`src/rtl/i2c_bt_pkg.sv`:
```
package i2c_bt_pkg;

    localparam int TW_W    = 32;
    localparam int LO_W    = 8;
    localparam int HI_W    = 8;
    localparam int HD_W    = 4;
    localparam int SU_W    = 4;
    localparam int PRE_W   = 4;
    localparam int RSV_W   = TW_W - LO_W - HI_W - HD_W - SU_W - PRE_W;
    localparam int CNT_W   = LO_W + 2;
    localparam int CMD_W   = 3;

    localparam logic [CMD_W-1:0] CMD_START   = 3'd0;
    localparam logic [CMD_W-1:0] CMD_RESTART = 3'd1;
    localparam logic [CMD_W-1:0] CMD_STOP    = 3'd2;
    localparam logic [CMD_W-1:0] CMD_WRITE   = 3'd3;
    localparam logic [CMD_W-1:0] CMD_READ    = 3'd4;

    typedef struct packed {
        logic [PRE_W-1:0] pre;
        logic [RSV_W-1:0] rsv;
        logic [SU_W-1:0]  setup;
        logic [HD_W-1:0]  hold;
        logic [HI_W-1:0]  high;
        logic [LO_W-1:0]  low;
    } timing_t;

    typedef enum logic [2:0] {
        ST_IDLE,
        ST_LOW,
        ST_SCL_WAIT,
        ST_HIGH,
        ST_STA_SETUP,
        ST_STA_HOLD,
        ST_STO_SETUP
    } state_e;

endpackage

```
`src/rtl/i2c_bt_tick.sv`:
```
module i2c_bt_tick #(
    parameter int W = 4
) (
    input  logic         clk,
    input  logic         rst_n,
    input  logic         clear,
    input  logic [W-1:0] limit,
    output logic         tick
);
    logic [W-1:0] div_q;

    assign tick = (div_q == limit) && !clear;

    always_ff @(posedge clk) begin
        if (!rst_n) begin
            div_q <= '0;
        end else if (clear || tick) begin
            div_q <= '0;
        end else begin
            div_q <= div_q + W'(1);
        end
    end
endmodule

```
`src/rtl/i2c_bt_ivl.sv`:
```
module i2c_bt_ivl #(
    parameter int W = 10
) (
    input  logic         clk,
    input  logic         rst_n,
    input  logic         clear,
    input  logic         tick,
    input  logic [W-1:0] target,
    output logic [W-1:0] count,
    output logic         expire
);
    assign expire = tick && ((count + W'(1)) == target);

    always_ff @(posedge clk) begin
        if (!rst_n) begin
            count <= '0;
        end else if (clear) begin
            count <= '0;
        end else if (tick) begin
            count <= count + W'(1);
        end
    end
endmodule

```
`src/rtl/i2c_bit_engine.sv`:
```
module i2c_bit_engine
    import i2c_bt_pkg::*;
(
    input  logic              clk,
    input  logic              rst_n,
    input  logic [TW_W-1:0]   timing_word,
    input  logic              cmd_valid,
    output logic              cmd_ready,
    input  logic [CMD_W-1:0]  cmd_code,
    input  logic              cmd_wbit,
    output logic              done,
    output logic              rd_bit,
    input  logic              scl_in,
    input  logic              sda_in,
    output logic              scl_drive_low,
    output logic              sda_drive_low
);
    state_e             state_q, state_d;
    timing_t            tw_q;
    timing_t            tw_in;
    logic [CMD_W-1:0]   cmd_q;
    logic               rel_q;

    logic               accept, tick, clr_pre, clr_ivl, expire, data_go, high_seen;
    logic               rel_in, low_cmd_in, unused_in;
    logic [CNT_W-1:0]   ivl_count, ivl_target;
    logic [CNT_W-1:0]   t_low, t_high, t_hold, t_data, t_need;

    assign tw_in      = timing_t'(timing_word);
    assign cmd_ready  = (state_q == ST_IDLE);
    assign accept     = cmd_valid && cmd_ready;
    assign high_seen  = (state_q == ST_SCL_WAIT) && scl_in;

    assign low_cmd_in = (cmd_code == CMD_RESTART) || (cmd_code == CMD_STOP) ||
                        (cmd_code == CMD_WRITE)   || (cmd_code == CMD_READ);
    assign unused_in  = !low_cmd_in && (cmd_code != CMD_START);
    assign rel_in     = (cmd_code == CMD_RESTART) || (cmd_code == CMD_READ) ||
                        ((cmd_code == CMD_WRITE) && cmd_wbit);

    // interval lengths in ticks, from the captured word
    assign t_low  = CNT_W'(tw_q.low)  + CNT_W'(1);
    assign t_high = CNT_W'(tw_q.high) + CNT_W'(1);
    assign t_hold = CNT_W'(tw_q.hold);
    assign t_data = t_hold + CNT_W'(tw_q.setup) + CNT_W'(1);
    assign t_need = (t_low > t_data) ? t_low : t_data;

    always_comb begin
        unique case (state_q)
            ST_LOW:       ivl_target = t_need;
            ST_HIGH:      ivl_target = t_high;
            ST_STA_SETUP: ivl_target = t_low;
            ST_STA_HOLD:  ivl_target = t_high;
            ST_STO_SETUP: ivl_target = t_high;
            default:      ivl_target = '0;
        endcase
    end

    assign clr_pre = accept || high_seen;
    assign clr_ivl = (state_q == ST_IDLE) || (state_q != state_d);
    assign data_go = (state_q == ST_LOW) && tick &&
                     ((ivl_count + CNT_W'(1)) == t_hold);

    i2c_bt_tick #(.W(PRE_W)) tick_i (
        .clk   (clk),
        .rst_n (rst_n),
        .clear (clr_pre),
        .limit (tw_q.pre),
        .tick  (tick)
    );

    i2c_bt_ivl #(.W(CNT_W)) ivl_i (
        .clk    (clk),
        .rst_n  (rst_n),
        .clear  (clr_ivl),
        .tick   (tick),
        .target (ivl_target),
        .count  (ivl_count),
        .expire (expire)
    );

    // next state
    always_comb begin
        state_d = state_q;
        unique case (state_q)
            ST_IDLE: begin
                if (accept) begin
                    if (cmd_code == CMD_START) state_d = ST_STA_SETUP;
                    else if (low_cmd_in)       state_d = ST_LOW;
                end
            end
            ST_LOW:       if (expire) state_d = ST_SCL_WAIT;
            ST_SCL_WAIT: begin
                if (scl_in) begin
                    if (cmd_q == CMD_STOP)         state_d = ST_STO_SETUP;
                    else if (cmd_q == CMD_RESTART) state_d = ST_STA_SETUP;
                    else                           state_d = ST_HIGH;
                end
            end
            ST_HIGH:      if (expire) state_d = ST_IDLE;
            ST_STA_SETUP: if (expire) state_d = ST_STA_HOLD;
            ST_STA_HOLD:  if (expire) state_d = ST_IDLE;
            ST_STO_SETUP: if (expire) state_d = ST_IDLE;
            default:      state_d = ST_IDLE;
        endcase
    end

    // state register
    always_ff @(posedge clk) begin
        if (!rst_n) state_q <= ST_IDLE;
        else        state_q <= state_d;
    end

    // registered outputs and command capture
    always_ff @(posedge clk) begin
        if (!rst_n) begin
            tw_q          <= '0;
            cmd_q         <= '0;
            rel_q         <= 1'b0;
            scl_drive_low <= 1'b0;
            sda_drive_low <= 1'b0;
            done          <= 1'b0;
            rd_bit        <= 1'b0;
        end else begin
            done <= 1'b0;
            unique case (state_q)
                ST_IDLE: begin
                    if (accept) begin
                        tw_q  <= tw_in;
                        cmd_q <= cmd_code;
                        rel_q <= rel_in;
                        if (low_cmd_in && (tw_in.hold == '0)) sda_drive_low <= !rel_in;
                        if (unused_in) done <= 1'b1;
                    end
                end
                ST_LOW: begin
                    if (data_go) sda_drive_low <= !rel_q;
                    if (expire)  scl_drive_low <= 1'b0;
                end
                ST_HIGH: begin
                    if (expire) begin
                        scl_drive_low <= 1'b1;
                        done          <= 1'b1;
                        if (cmd_q == CMD_READ) rd_bit <= sda_in;
                    end
                end
                ST_STA_SETUP: if (expire) sda_drive_low <= 1'b1;
                ST_STA_HOLD: begin
                    if (expire) begin
                        scl_drive_low <= 1'b1;
                        done          <= 1'b1;
                    end
                end
                ST_STO_SETUP: begin
                    if (expire) begin
                        sda_drive_low <= 1'b0;
                        done          <= 1'b1;
                    end
                end
                default: ;
            endcase
        end
    end
endmodule

```
`config.mk`:
```
export PLATFORM = sky130hd
export DESIGN_NAME = i2c_bit_engine
export DESIGN_NICKNAME = d
export VERILOG_FILES = /design/src/rtl/i2c_bt_pkg.sv /design/src/rtl/i2c_bt_tick.sv /design/src/rtl/i2c_bt_ivl.sv /design/src/rtl/i2c_bit_engine.sv
export SDC_FILE = /design/constraint.sdc
export NUM_CORES = 1
export LEC_CHECK = 0
export ABC_AREA = 1
export BUFFER_PORTS_ARGS = -buffer_cell sky130_fd_sc_hd__buf_2
export CAP_MARGIN = 20
export CORE_MARGIN = 2
export CORE_UTILIZATION = 33
export DETAILED_ROUTE_END_ITERATION = 10
export PLACE_DENSITY_LB_ADDON = 0.08
export SYNTH_ARGS = -nofsm -noshare
export SYNTH_HDL_FRONTEND = slang
export SYNTH_SLANG_ARGS = --single-unit
```
`constraint.sdc`:
```
create_clock -name clk -period 3.5 [get_ports clk]
set_input_delay 0.175 -clock clk [delete_from_list [all_inputs] [get_ports clk]]
set_output_delay 0.175 -clock clk [all_outputs]
set_load 0.02 [all_outputs]
```
After elaboration in Yosys (flattened, before gate mapping) --
Cells that the tools add are included.
Operators by class: equality and inequality tests 24, $add $sub $neg 6, bitwise gates (word level) 1, order comparisons 1, reduce and logical (&&, ||, !) cells 35, muxes and demuxes 23
Operator list (number):
- 2-to-1 mux 3 bit | 9
- one-hot mux 9 bit (3 select lines) | 1
- adder 8 x 1 -> 9 bit, second input constant | 2
- == test 3 x 2 -> 1 bit, second input constant | 5
- == test 3 bit, second input constant | 5
- one-hot mux 3 bit (5 select lines) | 1
- adder 10 x 1 -> 10 bit, second input constant | 1
- == test 10 x 4 -> 1 bit | 1
- == test 10 x 9 -> 1 bit | 1
- == test 3 x 1 -> 1 bit, second input constant | 3
- > comparator 9 x 6 -> 1 bit | 1
- logical AND 1 bit | 9
- 2-to-1 mux 9 bit | 1
- logical OR 1 bit | 8
- 2-to-1 mux 1 bit | 8
- != test 2 bit, second input constant | 4
- adder 5 x 1 -> 6 bit, second input constant | 1
- logical NOT 3 bit | 2
- != test 2 x 1 -> 1 bit, second input constant | 3
- AND reduction 3 bit | 2
- AND reduction 6 bit | 1
- OR reduction 2 bit | 3
- adder 4 x 4 -> 5 bit | 1
- adder 4 x 1 -> 4 bit, second input constant | 1
- other kinds (12) | 16
Word-level totals: output and inout bits 5, word-level logic and storage cells 104, flip-flop bits (word level) 53, bits of input ports 41

Logic depth before layout (Yosys ltp) --
Gate-level depths: netlist (run 1).
depth after elaboration 12, depth in mapped cells 28, depth with buffers taken out 28

Hierarchy --
From an unflattened synthesis (run 1), not the netlist that was laid out.
Second synthesis, totals: cell total of the unflattened synthesis 586, area, all modules 3714.8 um2
Modules (own cells, without submodules):
- i2c_bit_engine | cells an instance 403, sequential area each 780.7 um2, times used 1, area an instance 2666.3 um2
- i2c_bt_ivl | cells an instance 143, sequential area each 200.2 um2, times used 1, area an instance 810.8 um2
- i2c_bt_tick | cells an instance 40, sequential area each 80.1 um2, times used 1, area an instance 237.7 um2

Worst setup path before layout (run 1) --
No wires, ideal clock.
path kind flip-flop to flip-flop, start register tw_q, in the netlist t_hold[0], end register ivl_i.count[2], data required time 3.381 ns, cell stages (with the launch flop) 22, period minus slack after synthesis 3.063 ns, library setup time 0.119 ns, slack 0.437 ns, arrival time 2.944 ns, buffers on the path 0, cells stage by stage dfxtp_1 -> inv_1 -> ha_1 -> fa_1 -> o21ai_0 -> a21oi_1 -> ha_1 -> nand4_1 -> nand3b_1 -> nand2_2 -> nand2_4 -> nand2_1 -> nand3_1 -> nand2_2 -> xor2_2 -> nand2_1 -> nor2_2 -> nand2_2 -> nand2_1 -> nand4_2 -> nand3_4 -> nor2_2
Between the ends: word-level cells in the longest chain between the ends 12, elaborated cells on any way between the ends 14, classes of those cells add/sub (2); order compare (1); eq/ne (2); mux (6); reduce/logical (3)
RTL lines:
- from (decl) | line i2c_bit_engine.sv:19 | timing_t tw_q;
- from (signal assigned) | line i2c_bit_engine.sv:128 | tw_q <= tw_in;
- adder 4 x 4 -> 5 bit (*) | line i2c_bit_engine.sv:44 | assign t_data = t_hold + CNT_W'(tw_q.setup) + CNT_W'(1);
- adder 5 x 1 -> 6 bit (*) | line i2c_bit_engine.sv:44
- > comparator 9 x 6 -> 1 bit | line i2c_bit_engine.sv:45 | assign t_need = (t_low > t_data) ? t_low : t_data;
- 2-to-1 mux 9 bit (*) | line i2c_bit_engine.sv:45
- one-hot mux 9 bit (3 select lines) (*) | line i2c_bit_engine.sv:48 | unique case (state_q)
- == test 10 x 9 -> 1 bit (*) | line i2c_bt_ivl.sv:12 | assign expire = tick && ((count + W'(1)) == target);
- logical AND 1 bit (*) | line i2c_bt_ivl.sv:12
- 2-to-1 mux 3 bit (on tied branches)
- one-hot mux 3 bit (5 select lines) (*) | line i2c_bit_engine.sv:84 | unique case (state_q)
- != test 3 bit (*) | line i2c_bit_engine.sv:59 | assign clr_ivl = (state_q == ST_IDLE) || (state_q != state_d);
- logical OR 1 bit (*) | line i2c_bit_engine.sv:59
- OR reduction 2 bit (no source line) (*)
- to (signal assigned) | line i2c_bt_ivl.sv:20 | count <= count + W'(1);
- to (decl) | line i2c_bt_ivl.sv:9 | output logic [W-1:0] count,
Mark *: on every way between the ends. The rest lies on a longest branch, timed or not. A chain may end at the register's enable or synchronous reset.

Worst setup path in the final report (run 1) --
start register tw_q[20] in the netlist's numbering, end register ivl_i.count[6]
The elaborated chain is that of the path after synthesis.

==> reports/qor.csv, run 1 <==
stage,metric,value,unit
synthesis,sequential element share of the synthesized area,30.3,%
grt,pin count of the biggest net entering global routing,59,
power_and_ir_drop,Pwr per Cell Area,424,mW/mm2
timing,actual slew at the worst max-slew pin,0.542,ns
grt,initial antenna violation count,0,
floorplan,Die H,107,um
synthesis,Syn Area/Cell,6.77,um2
grt,first-pass GRT wire length,16.0,mm
synthesis,Synth Cell Area,0.00351,mm2
critical_path,Startpoint Class,register,
layout,final design utilization,40.1,%
timing,Final Setup Violations,0,
timing,Hold WS,0.0834,ns
synthesis,Yosys Warn Count,0,
critical_path,launch point of the worst reg-to-reg path,tw_q[20],
critical_path,CP most frequent cell,nand2_1,
grt,total track usage,17.7,%
clock_network,root buffer cell,clkbuf_8,
synthesis,async set or reset register ratio after synthesis,0,%
critical_path,Arrival @ worst endpoint,3.68,ns
floorplan,Die Wd,107,um
timing,RSZ-0062 raised after global routing,true,
clock_network,worst skew pair latency,0.33,ns
power_and_ir_drop,LEAKAGE,0.00182,uW
power_and_ir_drop,VDD IR-drop max,227,uV
critical_path,Worst path top cell family by delay,simple AND/OR/NAND/NOR gates,
floorplan,Rows,37,
critical_path,"Slowest-stage cell, CP",fa_2,
placed_design,gpl congestion,0.909,
clock_network,Clock transition at path regs,0.12,ns
power_and_ir_drop,Comb power frac,34.2,%
timing,min Tclk post-route,3.45,ns
timing,Highest Clock Rate,0.290,GHz
clock_network,Max H-tree Level,2,
layout,ANT cells,0,
grt,vias in the first global route,3349,
critical_path,Register-to-Register Path Depth,24,
critical_path,CP max stage delay,0.42,ns
synthesis,Yosys cell types,42,
clock_network,CTS sink cnt,53,
floorplan,area of the core,0.0103,mm2
timing,max-slew headroom at the worst pin,63.8,%
power_and_ir_drop,clock network power share,26.5,%
layout,Area Overhead vs Synth,18.0,%
layout,fin area,0.00414,mm2
worst_hold_path,Hold Crit Class,in2reg,
critical_path,worst r2r dst,ivl_i.count[6],
power_and_ir_drop,part of the power in registers,39.3,%
clock_network,CTS Hold Bufs,0,
synthesis,register bit total from synthesis,53,
synthesis,Cells after Synth,518,
detailed_routing,via count,3401,
detailed_routing,wire per inst,13.9,um
placed_design,Area after DPL,0.00382,mm2
clock_network,CTS tree,built,
critical_path,CP required,3.72,ns
status,status,completed,
critical_path,crit end category,register,
timing,clk_skew,0.0184,ns
synthesis,"Net Count, Synth",573,
power_and_ir_drop,Pint,1090,uW
clock_network,CTS max path bufs,2,
critical_path,crit path buf inv count,1,
detailed_routing,DRC,0,
worst_hold_path,Hold Path End,rd_bit,
worst_hold_path,hold path cells,3,
placed_design,Detail Placement HPWL,7.23,mm
layout,share of layout cells above drive strength 1,22.9,%
power_and_ir_drop,switching power,662,uW
power_and_ir_drop,switching share of power,37.7,%
detailed_routing,number of vias per cell,4.90,
job,maxcap violations,0,
grt,grt ovf,0,
synthesis,Post-synth EDFFs,0,
floorplan,Ports,46,
critical_path,r2r setup slk,0.05,ns
placed_design,placed cell count,681,
timing,Final TNS setup,0,ns
timing,Final Max Tran Viols,0,
detailed_routing,drt pass-1 iters,5,
timing,Final period util,98.6,%
critical_path,CP Max Fanout,6,
clock_network,CTS Buf Count,5,
critical_path,crit path cell chain,"inv_2, ha_4, fa_2, xor2_2, ha_1, nand2_1, nand2_1, nand2_1, nand3_1, nand2_1, nand2_2, nand2_4, nand2_4, nand2_1, nand3_2, nand2_2, xor2_2, nand2_2, nor2_4, nand2_4, nand2_4, nand4_4, nand3_4, nor2_2",
layout,Final nets,612,
placed_design,IO Port Bufs,41,
detailed_routing,Initial DRC Count,150,
detailed_routing,DRT antenna net count,0,
layout,Layout Cells excl Fill,694,
timing,final hold violations,0,
floorplan,Initial Util,34.0,%
worst_hold_path,hold path startpoint,sda_in,
detailed_routing,total wire length,9.67,mm
synthesis,ys flop type,dfxtp_1,
floorplan,Die Area,0.0115,mm2
critical_path,CP Class,reg2reg,
[routing by layer]
layer / GRT usage (%) / share of wire [%] / vias up
li1: - / - / 1768
met1: 24.8 / 51 / 1559
met2: 28.0 / 44 / 58
met3: 2.43 / 2.8 / 16
met4: 5.66 / 1.8 / 0
met5: 0 / 0 / -
[timing repair]
action	CTS	global route
buffers inserted	0	4
setup endpoints to repair	10	15
cloned	1	0
resized for setup	7	30
pin swaps	2	20
[metrics by stage]
stage                     worst slack (ns)  power [uW]
final                               0.0474        1750
after global routing                -0.178        1880
after CTS                          0.00169        1700
after detailed placement           -0.0652        1210
after global placement             -0.0130        1210
after floorplan                      0.437        1080
[registers in the layout, summed over array words and instances, names as in the netlist]
register,cells
cmd_q,3
done,1
ivl_i.count,10
rd_bit,1
rel_q,1
scl_drive_low,1
sda_drive_low,1
state_q,3
t_hold,4
tick_i.div_q,4
tw_q,24
[cells in the mapped netlist (3+ instances only)]
cell type	instances	area, um2
clkbuf_1	13	48.8
nand4_1	9	56.3
a21oi_1	42	210
o211ai_1	3	22.5
inv_1	66	248
inv_2	4	15.0
ha_1	13	163
nor2_2	15	93.8
o21ai_0	43	215
nand3_2	4	40.0
nand3_1	49	245
nor2_4	3	33.8
xnor2_1	8	70.1
xor2_1	11	96.3
nand3b_1	3	22.5
dfxtp_1	53	1060
nand2_2	7	43.8
nand2_1	104	390
nor2_1	40	150
[cell type report]
cell class	count	area, um2
Multi-Input combinational cell	379	2260
Tap cell	136	170
Clock inverter	3	47.5
Fill cell	1105	6190
Sequential cell	53	1060
Clock buffer	5	68.8
Timing Repair Buffer	48	262
Inverter	70	263
[power by group through the flow]
stage          logic [uW]  registers, uW  clock network [uW]
2_1_floorplan         387            693                   0
5_1_grt               678            696                 505
3_3_place_gp          510            700                   0
4_1_cts               532            688                 483
6_report              600            689                 466
3_5_place_dp          513            701                   0
[worst reg2reg max path: stages (launching register included)]
cell and delay [ns]:
dfxtp_2 0.34, inv_2 0.05, ha_4 0.16, fa_2 0.42
xor2_2 0.17, ha_1 0.33, nand2_1 0.08, nand2_1 0.05
nand2_1 0.06, nand3_1 0.07, nand2_1 0.08, nand2_2 0.06
nand2_4 0.11, nand2_4 0.08, nand2_1 0.08, nand3_2 0.07
nand2_2 0.12, xor2_2 0.17, nand2_2 0.10, nor2_4 0.16
nand2_4 0.10, nand2_4 0.10, nand4_4 0.14, nand3_4 0.18
nor2_2 0.05
[kinds of logic (layout without fill, tap and decap cells)]
group | count (synthesis) | after routing | synth area share [%]
AO/OA/AOI/OAI | 98 | 98 | 15.2
XOR/XNOR | 21 | 21 | 5.67
adder cells (fa/ha/maj) | 14 | 14 | 5.21
buffers and inverters | 87 | 126 | 9.77
flip-flops | 53 | 53 | 30.3
AND/OR/NAND/NOR | 245 | 246 | 33.9
[how the worst max path moves through the flow]
| stage | from | endpoint | slack, ns | depth (start not counted) |
|---|---|---|---|---|
| final | tw_q[20] | ivl_i.count[6] | 0.05 | 24 |
| after detailed placement | t_hold[0] | ivl_i.count[1] | -0.07 | 21 |
| after global placement | t_hold[0] | ivl_i.count[1] | -0.01 | 21 |
| after global routing | tw_q[20] | ivl_i.count[5] | -0.18 | 25 |
| after floorplan | t_hold[0] | ivl_i.count[2] | 0.44 | 21 |
| after CTS | t_hold[0] | ivl_i.count[5] | 0.002 | 22 |
[placed cells by master, fill, tap and decap left out, drive strengths merged]
master	synthesis	final
a21oi	43	43
a22oi	2	2
a311oi	1	1
a31oi	1	1
a32oi	1	1
and2	1	1
buf	3	48
bufinv	0	1
clkbuf	14	5
dfxtp	53	53
fa	1	1
ha	13	13
inv	70	72
nand2	112	112
nand3	54	55
nand3b	4	4
nand4	10	10
nor2	58	58
nor3	3	3
o211ai	4	4
o21ai	44	44
o221a	1	1
o41ai	1	1
or2	3	3
xnor2	8	8
xor2	13	13
(Power assumes the default switching activity.)
==> run 2, diff against run 1 <==
--- a/config.mk
+++ b/config.mk
@@ -15,3 +15,4 @@
 export SYNTH_ARGS = -nofsm -noshare
 export SYNTH_HDL_FRONTEND = slang
 export SYNTH_SLANG_ARGS = --single-unit
+export TNS_END_PERCENT = 20
==> constraint.sdc (replaced) <==
create_clock -name clk -period 3.5 [get_ports clk]
set_input_delay 0.175 -clock clk [delete_from_list [all_inputs] [get_ports clk]]
set_output_delay 0.175 -clock clk [all_outputs]
set_load 0.005 [all_outputs]
==> reports/qor.csv, run 2 (same netlist as run 1, synthesis figures left out) <==
stage,metric,value,unit,change
status,status,completed,,
critical_path,crit end category,register,,
floorplan,Die Wd,107,um,unchanged
clock_network,root buffer cell,clkbuf_8,,
floorplan,Die H,107,um,unchanged
layout,Layout Cells excl Fill,694,,unchanged
layout,largest registers,"tw_q x24, ivl_i.count x10",,
layout,max reg flops,24,,unchanged
layout,Area Overhead vs Synth,18.0,%,unchanged
clock_network,CTS tree,built,,
timing,Final period util,98.4,%,-0.23 points
detailed_routing,DRT antenna net count,0,,unchanged
grt,total track usage,17.7,%,unchanged
grt,pin count of the biggest net entering global routing,59,,unchanged
layout,"commonest non-fill, non-tap cells in the layout","nand2_1, inv_1, dfxtp_1",,
power_and_ir_drop,LEAKAGE,0.00182,uW,unchanged
critical_path,CP Class,reg2reg,,
timing,max-slew headroom at the worst pin,63.8,%,about the same
timing,clk_skew,0.0186,ns,+0.000205 ns
timing,Highest Clock Rate,0.290,GHz,+0.23%
detailed_routing,wire per inst,13.9,um,-0.20%
clock_network,CTS sink cnt,53,,unchanged
critical_path,Arrival @ worst endpoint,3.67,ns,about the same
worst_hold_path,Hold Crit Class,in2reg,,
detailed_routing,WL met1,4.92,mm,about the same
critical_path,Startpoint Class,register,,
timing,Final Setup Violations,0,,unchanged
detailed_routing,Initial DRC Count,151,,+0.67%
timing,actual slew at the worst max-slew pin,0.542,ns,-0.0000128 ns
layout,"most common cell after layout, fill and taps aside",nand2_1,,
timing,final hold violations,0,,unchanged
critical_path,r2r setup slk,0.06,ns,about the same
placed_design,gpl congestion,0.909,,unchanged
placed_design,placed cell count,681,,unchanged
detailed_routing,via count,3395,,-0.18%
power_and_ir_drop,Tot Pwr,1750,uW,-0.28%
clock_network,Clock transition at path regs,0.12,ns,about the same
detailed_routing,top sig layer,met4,,
placed_design,Detail Placement HPWL,7.23,mm,unchanged
grt,vias in the first global route,3349,,unchanged
layout,ANT cells,0,,unchanged
timing,PnR worst setup slack,0.0554,ns,+0.00801 ns
detailed_routing,met3 wire length,270,um,-1.1%
job,maxcap violations,0,,unchanged
grt,grt ovf,0,,unchanged
detailed_routing,WL met2,4.29,mm,-0.35%
placed_design,Area after DPL,0.00382,mm2,unchanged
layout,Final nets,612,,unchanged
timing,min Tclk post-route,3.44,ns,-0.00801 ns
placed_design,IO Port Bufs,41,,unchanged
layout,Reg with most FFs,tw_q,,
power_and_ir_drop,Pwr per Cell Area,423,mW/mm2,-0.28%
clock_network,CTS max path bufs,2,,unchanged
power_and_ir_drop,VDD IR-drop max,227,uV,about the same
critical_path,CP required,3.72,ns,about the same
timing,RSZ-0062 raised after global routing,true,,
critical_path,CP Max Fanout,6,,unchanged
floorplan,Rows,37,,unchanged
worst_hold_path,Hold Path End,rd_bit,,
clock_network,worst skew pair latency,0.33,ns,about the same
worst_hold_path,hold path startpoint,sda_in,,
detailed_routing,drt pass-1 iters,5,,unchanged
floorplan,Die Area,0.0115,mm2,unchanged
detailed_routing,DRC,0,,unchanged
floorplan,Ports,46,,unchanged
floorplan,Initial Util,34.0,%,unchanged
critical_path,worst r2r dst,ivl_i.count[5],,
layout,fin area,0.00414,mm2,unchanged
clock_network,CTS Buf Count,5,,unchanged
clock_network,Max H-tree Level,2,,unchanged
critical_path,Register-to-Register Path Depth,24,,unchanged
grt,initial antenna violation count,0,,unchanged
detailed_routing,total wire length,9.65,mm,-0.20%
critical_path,launch point of the worst reg-to-reg path,tw_q[20],,
worst_hold_path,hold path cells,3,,unchanged
timing,Final Max Tran Viols,0,,unchanged
layout,share of layout cells above drive strength 1,22.9,%,unchanged
placed_design,DP Worst Slack,-0.0652,ns,unchanged
floorplan,area of the core,0.0103,mm2,unchanged
grt,first-pass GRT wire length,16.0,mm,unchanged
layout,final design utilization,40.1,%,unchanged
detailed_routing,number of vias per cell,4.89,,-0.18%
==> run 2: cell counts in the layout (fill, tap and decap cells not counted) <==
Identical to the previous run, type by type.
==> run 2: cell type report <==
type	count	area (um2)
clock buffer	5	68.8
clock inverter	3	47.5
fill	1105	6190
inverter	70	263
multi-input combinational	379	2260
sequential	53	1060
tap	136	170
timing repair buffer	48	262
==> run 2: where the power goes <==
part,internal (uW),switching [uW]
combinational,224,372
clock,219,246
sequential,650,38.8
==> run 2: worst max-delay path: stages, from the launching register on <==
cell,delay [ns]
dfxtp_2,0.34
inv_2,0.05
ha_4,0.16
fa_2,0.42
xor2_2,0.17
ha_1,0.33
nand2_1,0.08
nand2_1,0.05
nand2_1,0.06
nand3_1,0.07
nand2_1,0.08
nand2_2,0.06
nand2_4,0.11
nand2_4,0.08
nand2_1,0.08
nand3_2,0.07
nand2_2,0.12
xor2_2,0.17
nand2_2,0.10
nor2_4,0.16
nand2_4,0.10
nand2_4,0.09
nand4_4,0.14
nand3_4,0.18
nor2_2,0.04
==> run 2: through the flow <==
step	TNS [ns]	hold slack, ns
3_3_place_gp	-0.117	0.418
5_1_grt	-1.88	0.0987
4_1_cts	0	0.0817
3_5_place_dp	-0.599	0.443
6_report	0	0.0836
2_1_floorplan	0	0.317
==> run 2: how the worst max path moves through the flow <==
stage,to,start,slack (ns)
floorplan,ivl_i.count[2],t_hold[0],0.44
global placement,ivl_i.count[1],t_hold[0],-0.01
detailed placement,ivl_i.count[1],t_hold[0],-0.07
CTS,ivl_i.count[5],t_hold[0],0.002
global route,ivl_i.count[5],tw_q[20],-0.18
finish,ivl_i.count[5],tw_q[20],0.06
==> run 2: layer usage <==
metal | global-route usage, % | up-vias
li1 | - | 1767
met5 | 0 | -
met4 | 5.66 | 0
met3 | 2.43 | 16
met1 | 24.8 | 1556
met2 | 28.0 | 56
==> run 2: repair_timing <==
action                                 4_1_cts  5_1_grt
cloned                                       1        0
endpoints found under the hold margin        0        0
setup endpoints to repair                   10       15
gates resized for setup                      7       30
pin swaps                                    2       20
hold buffers                                 0        0
buffers inserted                             0        4
==> run 3, diff against run 2 <==
--- a/config.mk
+++ b/config.mk
@@ -11,7 +11,7 @@
 export CORE_MARGIN = 2
 export CORE_UTILIZATION = 33
 export DETAILED_ROUTE_END_ITERATION = 10
-export PLACE_DENSITY_LB_ADDON = 0.08
+export PLACE_DENSITY = 0.59
 export SYNTH_ARGS = -nofsm -noshare
 export SYNTH_HDL_FRONTEND = slang
 export SYNTH_SLANG_ARGS = --single-unit
==> reports/qor.csv, run 3 (same netlist as run 1, synthesis figures left out) <==
stage,metric,value,unit,change
status,status,completed,,
critical_path,crit end category,register,,
critical_path,CP most frequent cell,nand3_4,,
clock_network,CTS sink cnt,53,,unchanged
power_and_ir_drop,LEAKAGE,0.00183,uW,+0.66%
critical_path,CP Class,reg2reg,,
timing,PnR worst setup slack,0.0905,ns,+0.0351 ns
layout,ANT cells,0,,unchanged
grt,first-pass GRT wire length,15.7,mm,-2.0%
detailed_routing,total wire length,9.57,mm,-0.83%
clock_network,CTS Buf Count,5,,unchanged
detailed_routing,via count,3408,,+0.38%
critical_path,crit path cell chain,"inv_2, ha_4, fa_2, o21ai_2, a21oi_2, ha_1, nand4_1, nand3b_1, nand2_4, buf_6, nand3_2, nand3_2, nand2_2, or2_4, nand3_4, nor2_4, nand3_4, nand2_4, nor2_4, nand3_4, nor2_2",,
grt,total track usage,17.2,%,-0.47 points
floorplan,Initial Util,34.0,%,unchanged
grt,initial antenna violation count,0,,unchanged
placed_design,gpl congestion,0.907,,-0.32%
clock_network,CTS max path bufs,2,,unchanged
layout,max reg flops,24,,unchanged
timing,Final period util,97.4,%,-1.0 points
power_and_ir_drop,Pwr per Cell Area,428,mW/mm2,+1.2%
worst_hold_path,hold path cells,3,,unchanged
critical_path,"Slowest-stage cell, CP",fa_2,,
clock_network,CTS Hold Bufs,0,,unchanged
critical_path,worst r2r dst,ivl_i.count[1],,
layout,"commonest non-fill, non-tap cells in the layout","nand2_1, inv_1, dfxtp_1",,
floorplan,Rows,37,,unchanged
grt,grt ovf,0,,unchanged
placed_design,DP Worst Slack,-0.0878,ns,-0.0226 ns
critical_path,Worst path top cell family by delay,simple AND/OR/NAND/NOR gates,,
clock_network,worst skew pair latency,0.32,ns,about the same
critical_path,CP required,3.76,ns,+0.04 ns
critical_path,CP Depth,21,,-13%
critical_path,crit path buf inv count,2,,+1
placed_design,IO Port Bufs,41,,unchanged
clock_network,CTS tree,built,,
worst_hold_path,Hold Path End,rd_bit,,
timing,RSZ-0062 raised after global routing,true,,
layout,Reg with most FFs,tw_q,,
critical_path,Arrival @ worst endpoint,3.67,ns,about the same
layout,share of layout cells above drive strength 1,24.4,%,+1.5 points
clock_network,Clock transition at path regs,0.11,ns,about the same
layout,Area Overhead vs Synth,20.1,%,
worst_hold_path,hold path startpoint,sda_in,,
power_and_ir_drop,VDD IR-drop max,187,uV,-17%
critical_path,CP Max Fanout,6,,unchanged
timing,Highest Clock Rate,0.293,GHz,+1.0%
placed_design,Detail Placement HPWL,7.10,mm,-1.8%
floorplan,Die H,107,um,unchanged
detailed_routing,wire per inst,13.8,um,-0.69%
worst_hold_path,Hold Crit Class,in2reg,,
detailed_routing,DRC,0,,unchanged
layout,Final nets,611,,-0.16%
critical_path,launch point of the worst reg-to-reg path,t_hold[0],,
critical_path,Startpoint Class,register,,
floorplan,Die Wd,107,um,unchanged
floorplan,Ports,46,,unchanged
detailed_routing,drt pass-1 iters,4,,-1
critical_path,r2r setup slk,0.09,ns,+0.04 ns
timing,min Tclk post-route,3.41,ns,-0.0351 ns
layout,final design utilization,40.8,%,+0.73 points
floorplan,Die Area,0.0115,mm2,unchanged
job,maxcap violations,0,,unchanged
clock_network,Max H-tree Level,2,,unchanged
grt,pin count of the biggest net entering global routing,59,,unchanged
timing,final hold violations,0,,unchanged
critical_path,Register-to-Register Path Depth,21,,-13%
detailed_routing,Initial DRC Count,141,,-6.6%
grt,vias in the first global route,3300,,-1.5%
detailed_routing,number of vias per cell,4.92,,+0.53%
detailed_routing,DRT antenna net count,0,,unchanged
clock_network,root buffer cell,clkbuf_8,,
timing,Final Setup Violations,0,,unchanged
floorplan,area of the core,0.0103,mm2,unchanged
critical_path,CP max stage delay,0.42,ns,about the same
timing,Final Max Tran Viols,0,,unchanged
timing,max-slew headroom at the worst pin,56.7,%,-7.1 points
layout,"most common cell after layout, fill and taps aside",nand2_1,,
timing,clk_skew,0.0110,ns,-0.00762 ns
timing,actual slew at the worst max-slew pin,0.647,ns,+0.104 ns
layout,largest registers,"tw_q x24, ivl_i.count x10",,
## run 3: area by class of cell
type                    instances  area [um2]
multi-input cells             379        2330
fillers                      1097        6110
flip-flops and latches         53        1060
clock inverters                 3        65.1
repair buffers                 47         254
clock buffers                   5        68.8
inverters                      70         263
well taps                     136         170
## run 3: worst max path at each step
stage,startpoint,endpoint,slack [ns]
3_3_place_gp,t_hold[0],ivl_i.count[4],0.03
4_1_cts,t_hold[0],ivl_i.count[5],0.03
5_1_grt,t_hold[0],ivl_i.count[1],-0.10
2_1_floorplan,t_hold[0],ivl_i.count[2],0.44
3_5_place_dp,t_hold[0],ivl_i.count[6],-0.09
6_report,t_hold[0],ivl_i.count[1],0.09
## run 3: tightest hold or removal path, cell delays in order
cell and delay, ns:
buf_2 0.08, nor3_1 0.04, nor2_1 0.08
## run 3: routing by layer
| metal | vias up | GRT usage [%] | part of all wire (%) | wire length [um] |
|---|---|---|---|---|
| li1 | 1763 | - | - | - |
| met5 | - | 0 | 0 | 0 |
| met2 | 94 | 28.4 | 46 | 4410 |
| met1 | 1544 | 23.6 | 47 | 4500 |
| met3 | 7 | 2.49 | 6.0 | 574 |
| met4 | 0 | 4.17 | 0.88 | 84 |
## run 3: repair_timing
item | CTS | global route
endpoints found under the hold margin | 0 | 0
endpoints found under the setup margin | 10 | 13
gates resized for setup | 9 | 40
setup buffers | 0 | 3
gates cloned | 1 | 0
pin swaps | 2 | 24
## run 3: where the power goes
| part | internal, uW | leakage [uW] | total, uW | switching [uW] |
|---|---|---|---|---|
| registers | 650 | 0.000435 | 691 | 40.5 |
| clock network | 285 | 0.0000681 | 511 | 226 |
| logic | 224 | 0.00133 | 602 | 377 |
## run 3: through the flow
step	TNS, ns	instances	hold slack (ns)	cell area [um2]	total power, uW
final	0	693	0.0799	4210	1800
after global routing	-0.891	693	0.0992	4210	1920
after CTS	0	690	0.0884	4010	1740
after detailed placement	-0.817	681	0.424	3820	1200
after global placement	0	681	0.415	3820	1190
after floorplan	0	518	0.317	3510	1080
